[config.mk]
export PLATFORM = sky130hd
export DESIGN_NAME = burst_bus_pair
export DESIGN_NICKNAME = d
export VERILOG_FILES = /design/src/rtl/burst_bus_pair.sv
export SDC_FILE = /design/constraint.sdc
export NUM_CORES = 1
export LEC_CHECK = 0
export CORE_MARGIN = 10
export CORE_UTILIZATION = 60
export CTS_BUF_LIST = sky130_fd_sc_hd__clkbuf_4
export CTS_CLUSTER_DIAMETER = 120
export DETAILED_ROUTE_END_ITERATION = 7
export DONT_BUFFER_PORTS = 1
export PLACE_DENSITY = 0.85
export SYNTH_ARGS = -nofsm -noshare
export SYNTH_HDL_FRONTEND = slang
export SYNTH_SLANG_ARGS = --single-unit
[constraint.sdc]
create_clock -name clk -period 3.9 [get_ports clk]
set_clock_uncertainty 0.15 [all_clocks]
set_input_delay 0.78 -clock clk [delete_from_list [all_inputs] [get_ports clk]]
set_output_delay 0.78 -clock clk [all_outputs]
set_load 0.02 [all_outputs]
[src/rtl/burst_bus_pair.sv]
module burst_bus_pair #(
  parameter int DW = 32,
  parameter int DEPTH = 16,
  parameter int LW = 5,
  localparam int AW = $clog2(DEPTH)
) (
  input  logic          clk,
  input  logic          rst_n,
  input  logic          req_start,
  input  logic          req_write,
  input  logic [AW-1:0] req_addr,
  input  logic [LW-1:0] req_len,
  input  logic [DW-1:0] wr_data,
  output logic [LW-1:0] wr_idx,
  input  logic          ini_stall,
  input  logic [1:0]    tgt_wait,
  input  logic [LW-1:0] tgt_limit,
  output logic          frame_n,
  output logic          irdy_n,
  output logic          trdy_n,
  output logic          stop_n,
  output logic          cmd_w,
  output logic [DW-1:0] ad,
  output logic [1:0]    ad_drv,
  output logic          xfer,
  output logic          busy,
  output logic          done,
  output logic [LW-1:0] words
);

  typedef enum logic [1:0] {I_IDLE, I_ADDR, I_DATA} ist_t;

  ist_t          ist;
  logic          i_write;
  logic [AW-1:0] i_addr;
  logic [LW-1:0] i_rem, i_cnt;

  logic          t_act, t_write, t_tar;
  logic [AW-1:0] t_addr;
  logic [2:0]    t_wcnt;
  logic [1:0]    t_wset;
  logic [LW-1:0] t_cnt, t_lim;
  logic [DW-1:0] mem [DEPTH];

  logic i_data, t_stop;

  assign i_data  = (ist == I_DATA);
  assign t_stop  = t_act && (t_wcnt == 3'd0) && (t_lim != '0) && (t_cnt == t_lim);
  assign frame_n = !((ist == I_ADDR) || (i_data && i_rem != LW'(1)));
  assign irdy_n  = !(i_data && !ini_stall);
  assign trdy_n  = !(t_act && (t_wcnt == 3'd0) && !t_stop);
  assign stop_n  = !t_stop;
  assign xfer    = !irdy_n && !trdy_n;
  assign cmd_w   = (ist == I_ADDR) && i_write;
  assign busy    = (ist != I_IDLE);
  assign wr_idx  = i_cnt;

  assign ad_drv[0] = (ist == I_ADDR) || (i_data && i_write);
  assign ad_drv[1] = t_act && !t_write && !t_tar;

  always_comb begin
    if (ist == I_ADDR)  ad = {{(DW-AW){1'b0}}, i_addr};
    else if (ad_drv[0]) ad = wr_data;
    else if (ad_drv[1]) ad = mem[t_addr];
    else                ad = '0;
  end

  always_ff @(posedge clk or negedge rst_n) begin
    if (!rst_n) begin
      ist     <= I_IDLE;
      i_write <= 1'b0;
      i_addr  <= '0;
      i_rem   <= '0;
      i_cnt   <= '0;
      done    <= 1'b0;
      words   <= '0;
    end else begin
      done <= 1'b0;
      case (ist)
        I_IDLE: if (req_start && req_len != '0) begin
          ist     <= I_ADDR;
          i_write <= req_write;
          i_addr  <= req_addr;
          i_rem   <= req_len;
          i_cnt   <= '0;
        end
        I_ADDR: ist <= I_DATA;
        default: begin
          if (!stop_n) begin
            ist   <= I_IDLE;
            done  <= 1'b1;
            words <= i_cnt;
          end else if (xfer) begin
            i_cnt <= i_cnt + LW'(1);
            i_rem <= i_rem - LW'(1);
            if (i_rem == LW'(1)) begin
              ist   <= I_IDLE;
              done  <= 1'b1;
              words <= i_cnt + LW'(1);
            end
          end
        end
      endcase
    end
  end

  always_ff @(posedge clk or negedge rst_n) begin
    if (!rst_n) begin
      t_act   <= 1'b0;
      t_write <= 1'b0;
      t_tar   <= 1'b0;
      t_addr  <= '0;
      t_wcnt  <= '0;
      t_wset  <= '0;
      t_cnt   <= '0;
      t_lim   <= '0;
      for (int i = 0; i < DEPTH; i++) mem[i] <= '0;
    end else if (!t_act) begin
      if (!frame_n) begin
        t_act   <= 1'b1;
        t_addr  <= ad[AW-1:0];
        t_write <= cmd_w;
        t_tar   <= !cmd_w;
        t_wset  <= tgt_wait;
        t_wcnt  <= 3'(tgt_wait) + 3'(!cmd_w);
        t_cnt   <= '0;
        t_lim   <= tgt_limit;
      end
    end else begin
      t_tar <= 1'b0;
      if (t_stop) begin
        t_act <= 1'b0;
      end else if (xfer) begin
        if (t_write) mem[t_addr] <= ad;
        t_addr <= t_addr + AW'(1);
        t_cnt  <= t_cnt + LW'(1);
        t_wcnt <= 3'(t_wset);
        if (frame_n) t_act <= 1'b0;
      end else if (t_wcnt != 3'd0) begin
        t_wcnt <= t_wcnt - 3'd1;
      end
    end
  end

  assert_one_driver_R9: assert property (@(posedge clk) disable iff (!rst_n)
    $onehot0(ad_drv));

  assert_addr_phase_R2: assert property (@(posedge clk) disable iff (!rst_n)
    $fell(frame_n) |-> (ad_drv == 2'b01) && irdy_n);

  assert_read_turnaround_R4: assert property (@(posedge clk) disable iff (!rst_n)
    ($fell(frame_n) && !cmd_w) |=> (ad_drv == 2'b00) && trdy_n);

  assert_stall_holds_ready_R6: assert property (@(posedge clk) disable iff (!rst_n)
    (!trdy_n && irdy_n) |=> !trdy_n);

  assert_last_word_ends_R7: assert property (@(posedge clk) disable iff (!rst_n)
    (xfer && frame_n) |=> frame_n && irdy_n && done);

  assert_stop_no_ready_R8: assert property (@(posedge clk) disable iff (!rst_n)
    !stop_n |-> trdy_n);

  assert_stop_ends_R8: assert property (@(posedge clk) disable iff (!rst_n)
    !stop_n |=> frame_n && irdy_n && !busy && done);

endmodule

==> results.toml, run 1 <==
[grt]
grt_antenna_before_repair = 2
grt_max_degree = 558
grt_pass1_vias = 19919
grt_pass1_wl_um = 107000
globalRouteOverflowTotal = 0
track_usage_pct = 27.0

[sta]
hold_violations = 557
relSlewSlack_pct = 9.41
layout_setup_ws_ns = -0.202
rsz0062_at_grt = "yes"
post-route-min-period_ns = 4.10
tightest_slew_ns = 1.36
max_freq_mhz = 244
whs_ns = -0.512
timing.setup.tns_ns = -2.82
period_share_pct = 105
setup_viol = 26
slew_viol_final = 0

[worst_setup_path]
crit_start = "t_addr[0]"
cp-end-kind = "primary output"
r2r_cells = 9
worst-setup-path-type = "register to primary output"
crit_fanout = 9
critical_path_arrival_ns = 3.17
required_ns = 2.97
reg2reg_from = "t_addr[0]"
critical_path.startpoint_type = "register"

[floorplan]
core-area_um2 = 41000
start_util_pct = 60.9
die-area_um2 = 50200
die_height_um = 224
fp.dieW_um = 224
ios = 105
row_count = 74

[clock_network]
clk_latency_ns = 0.87
htree_levels = 4
clkSinkCount = 557
cts_root_buffer = "clkbuf_4"
cts_tree = "built"
path_clk_slew_ns = 0.07
postCtsHoldBufs = 13
clk_path_buf_depth = 3
cts_buffers = 142

[logic_synthesis]
synth-async-reset-ratio_pct = 100
synthFlopType = "dfrtp_1"
synth.avg_cell_area_um2 = 10.9
yosys-top-cells-area = "dfrtp_1 56%, mux4_2 14%, o21ai_0 10%"
netlist_instances = 2295
yosysTopAreaCell = "dfrtp_1"
yosys_warnings = 0
ys_types = 62
synth_edf_count = 0
synth_area_um2 = 25000
synth.top_cell.area_share_pct = 55.8
ys_seq_elements = 557
synth_seq_area_share_pct = 55.8
syn_nets = 2360

[detailed_routing]
dr.pass1.iters = 7
vias_per_cell = 6.43
wl_um = 68100
vias = 19350
drc_errors = 0
ant_nets = 0
wl_per_cell_um = 22.6
drtIter0Drc = 2390

[placed_design]
gp_congestion = 0.848
dpl_cell_area_um2 = 25700
portBuffers = 0
dp_hpwl_um = 37700

[status]
violations = "negative hold slack, negative setup slack"
status = "complete, but fails checks"

[layout]
syn2layout_area_growth_pct = 12.2
final_layout_size_suffix_gt1_share_pct = 21.8
final_area_um2 = 28000
nets = 2438
fillers = 2640

[pwr]
powerDensity_nw_per_um2 = 504
finalPower_w = 0.0141
vdd_drop_max_uv = 344
p_leak_nw = 12.4

[worst_hold_path]
hp-class = "primary input to async pin"

[run]
drv_cap = 0
## layout make-up
cell class,instances,area [µm²],area share [%]
sequential,557,14000,49.8
multi-input combinational,1490,10100,36.1
clock buffer,205,1540,5.50
timing repair buffer,128,1310,4.69
tap,532,666,2.38
clock inverter,40,225,0.804
inverter,54,206,0.737
antenna,2,5.00,0.0179
## cells in the final DEF (no fill, tap or decap), types with 4 or more instances in the layout
cell and count:
a21oi_1 28, a31oi_1 21, buf_12 11, buf_4 87, buf_6 8, clkbuf_4 205, clkinv_1 26, clkinv_2 4
dfrtp_1 553, dlygate4sd3_1 13, ha_1 12, inv_1 42, inv_2 15, mux2_2 13, mux2i_1 16, mux4_1 4
mux4_2 152, nand2_1 562, nand2_2 4, nand2b_1 4, nand3_1 23, nor2_1 35, nor3_1 8, o211ai_1 21
o21ai_0 506, o21ai_1 7, o21ai_2 4, xnor2_1 7
## where the power goes
part           leakage (nW)  internal (W)  switching [W]
registers              7.66       0.00594       0.000306
logic                  3.66       0.00104        0.00191
clock network          1.05       0.00255        0.00238
## kinds of logic (layout without fill, tap and decap cells)
group	Yosys count	in the layout	synth area share, %
other	0	2	0
xor gates and xnor gates	10	10	0.351
buffers and inverters	248	427	3.95
and+or+nand+nor	661	661	10.5
AOI/OAI and AO/OA	620	620	13.3
muxes	187	187	15.5
DFF	557	557	55.8
adders and majority gates	12	12	0.602
## synthesized netlist by cell type (3+ instances only)
| cell | number |
|---|---|
| o22a_1 | 3 |
| inv_1 | 53 |
| a31oi_1 | 21 |
| nand3_1 | 24 |
| a211oi_1 | 3 |
| dfrtp_1 | 557 |
| o211ai_1 | 21 |
| mux2i_1 | 17 |
| o21ai_0 | 514 |
| xnor2_1 | 7 |
| ha_1 | 12 |
| nor3_1 | 8 |
| buf_2 | 21 |
| nand2_1 | 566 |
| a21oi_1 | 29 |
| and2_1 | 3 |
| nor4_1 | 3 |
| o221a_2 | 3 |
| nor2_1 | 36 |
| o22ai_1 | 4 |
| mux4_1 | 4 |
| mux2_2 | 13 |
| buf_1 | 3 |
| nand2b_1 | 4 |
| mux4_2 | 152 |
| o21ai_1 | 3 |
| clkbuf_1 | 166 |
| xor2_1 | 3 |
## registers in the layout, summed over array words and instances (netlist names)
| name | flops |
|---|---|
| mem | 512 |
| i_rem | 5 |
| t_cnt | 5 |
| t_lim | 5 |
| words | 5 |
| wr_idx | 5 |
| i_addr | 4 |
| t_addr | 4 |
| t_wcnt | 3 |
| ist | 2 |
| t_wset | 2 |
| done | 1 |
| i_write | 1 |
| t_act | 1 |
| t_tar | 1 |
| t_write | 1 |
## repair_timing
action,in CTS,in global routing
buffers inserted,15,1
pin swaps,0,2
resized for setup,5,43
cloned,1,5
endpoints found under the setup margin,32,34
endpoints found under the hold margin,570,557
## routing by layer
layer  wire (µm)  vias to the layer above  GRT usage (%)
li1            -                     8268              -
met1       24700                     9594           33.6
met2       33500                     1219           44.1
met3        6980                      267           6.65
met4        2810                        2           12.6
met5          11                        -              0
## worst max-delay path: stages, from the launching register on
cell	delay, ns
dfrtp_4	0.46
buf_12	0.19
buf_6	0.19
mux4_2	0.52
mux4_2	0.47
inv_1	0.07
o21ai_0	0.17
buf_4	0.24
## stage by stage
stage | util [%] | setup slack (ns) | cells
detailed placement | 62.6 | 0.485 | 2727
finish | 68.3 | -0.202 | 3008
global route | 68.3 | -0.272 | 3007
floorplan | - | 0.505 | 2295
CTS | 67.7 | -0.215 | 3000
global placement | 62.6 | 0.497 | 2727
## final timing paths
path,end,slack [ns]
worst max register to register,mem[352],0.95
worst min register to register,mem[402],0.33
worst min-delay path,done,-0.51
worst max-delay path,ad[21],-0.20
max in group asynchronous,mem[86],3.00
min in group clk,mem[439],0.14
Power figures use the tool's default switching activity.
==> inputs of run 2 (changes only) <==
--- a/config.mk
+++ b/config.mk
@@ -5,13 +5,12 @@
 export SDC_FILE = /design/constraint.sdc
 export NUM_CORES = 1
 export LEC_CHECK = 0
-export CORE_MARGIN = 10
-export CORE_UTILIZATION = 60
+export CORE_UTILIZATION = 55
 export CTS_BUF_LIST = sky130_fd_sc_hd__clkbuf_4
 export CTS_CLUSTER_DIAMETER = 120
 export DETAILED_ROUTE_END_ITERATION = 7
 export DONT_BUFFER_PORTS = 1
-export PLACE_DENSITY = 0.85
+export PLACE_DENSITY = 0.79
 export SYNTH_ARGS = -nofsm -noshare
 export SYNTH_HDL_FRONTEND = slang
 export SYNTH_SLANG_ARGS = --single-unit
==> results.toml, run 2 (same netlist as run 1, synthesis figures left out) <==
[worst_setup_path]
critical_path_arrival_ns = 3.22
required_ns = 2.97
critical_path.startpoint_type = "register"
worst-setup-path-type = "register to primary output"
cp-end-kind = "primary output"
crit_fanout = 8

[sta]
slew_viol_final = 449
hold_violations = 557
period_share_pct = 106
tightest_slew_ns = 2.11
whs_ns = -0.686
layout_setup_ws_ns = -0.248
post-route-min-period_ns = 4.15
rsz0062_at_grt = "yes"
setup_viol = 32
timing.setup.tns_ns = -5.72
relSlewSlack_pct = -41.0
max_freq_mhz = 241

[clock_network]
htree_levels = 4
clkSinkCount = 557
postCtsHoldBufs = 27
cts_buffers = 141
cts_root_buffer = "clkbuf_4"
clk_path_buf_depth = 3
clk_latency_ns = 1.00
path_clk_slew_ns = 0.07
cts_tree = "built"

[detailed_routing]
wl_um = 67300
drtIter0Drc = 2063
wl_per_cell_um = 21.8
vias_per_cell = 6.14
dr.pass1.iters = 5
vias = 18936
drc_errors = 0
ant_nets = 0

[pwr]
p_leak_nw = 12.5
finalPower_w = 0.0143
powerDensity_nw_per_um2 = 504
vdd_drop_max_uv = 408

[layout]
nets = 2441
final_common_cell = "nand2_1"
syn2layout_area_growth_pct = 14.0
largest_reg_flops = 512
utilization_pct = 63.9
regMostFlops = "mem"
layout_common_cells = "566 x nand2_1, 553 x dfrtp_1, 486 x o21ai_0"
final_layout_size_suffix_gt1_share_pct = 22.5
final_area_um2 = 28500

[floorplan]
fp.dieW_um = 215
row_count = 77
start_util_pct = 56.1
die-area_um2 = 46200
die_height_um = 215
ios = 105
core-area_um2 = 44500

[placed_design]
gp_congestion = 0.880
portBuffers = 0
dp_hpwl_um = 35800
dpl_cell_area_um2 = 25600

[status]
status = "complete, but fails checks"
violations = "negative hold slack, max-slew violations, negative setup slack"

[grt]
grt_pass1_wl_um = 109000
track_usage_pct = 30.5
globalRouteOverflowTotal = 0
grt_antenna_before_repair = 4
grt_max_degree = 558
grt_pass1_vias = 20006

[worst_hold_path]
hp-class = "primary input to async pin"

[run]
drv_cap = 0
-- run 2: layout make-up --
type / count / area, µm²
Fill cell: 3246 / 16000
Sequential cell: 557 / 13900
Multi-Input combinational cell: 1490 / 10200
Timing Repair Buffer: 132 / 1620
Clock buffer: 204 / 1530
Tap cell: 592 / 741
Clock inverter: 46 / 236
Inverter: 54 / 203
Antenna cell: 7 / 17.5
-- run 2: path summary, 6_finish.rpt --
check                                from   endpoint  slack, ns  cells after the start
min in group clk                req_start  i_addr[1]       0.07                      4
worst max register to register  t_addr[0]    mem[32]       0.64                     12
worst min-delay path                rst_n  wr_idx[0]      -0.69                      0
worst max-delay path            t_addr[0]     ad[13]      -0.25                      8
max in group asynchronous           rst_n  t_addr[0]       2.30                      0
worst min register to register   mem[469]   mem[469]       0.33                      2
-- run 2: power breakdown --
group / switching (W) / internal (W) / total, W
clock network: 0.00241 / 0.00249 / 0.00490
logic: 0.00206 / 0.00117 / 0.00323
registers: 0.000271 / 0.00594 / 0.00621
total: 0.00474 / 0.00960 / 0.0143
-- run 2: routing by layer --
| layer | share of wire [%] | track usage (%) | wire length, µm | vias up |
|---|---|---|---|---|
| li1 | - | - | - | 8301 |
| met1 | 38 | 38.9 | 25600 | 9441 |
| met2 | 48 | 48.2 | 32400 | 967 |
| met3 | 9.8 | 9.04 | 6580 | 225 |
| met4 | 3.9 | 14.6 | 2640 | 2 |
| met5 | 0.018 | 0 | 12 | - |
-- run 2: through the flow --
stage / worst slack [ns] / std cells
global route: -0.325 / 3078
global placement: 0.483 / 2769
CTS: -0.305 / 3074
detailed placement: 0.469 / 2769
finish: -0.248 / 3082
floorplan: 0.505 / 2295
-- run 2: worst max-delay path: stages (launching register included) --
cell     delay, ns
dfrtp_4       0.47
buf_12        0.19
buf_12        0.14
buf_16        0.14
mux4_2        0.50
mux4_2        0.50
inv_2         0.09
o21ai_4       0.06
buf_6         0.16
-- run 2: timing repair --
item / CTS / global route
pin swaps: 10 / 3
cloned: 12 / 0
endpoints found under the setup margin: 35 / 33
buffers inserted: 17 / 1
resized for setup: 112 / 18
hold endpoints to repair: 579 / 557
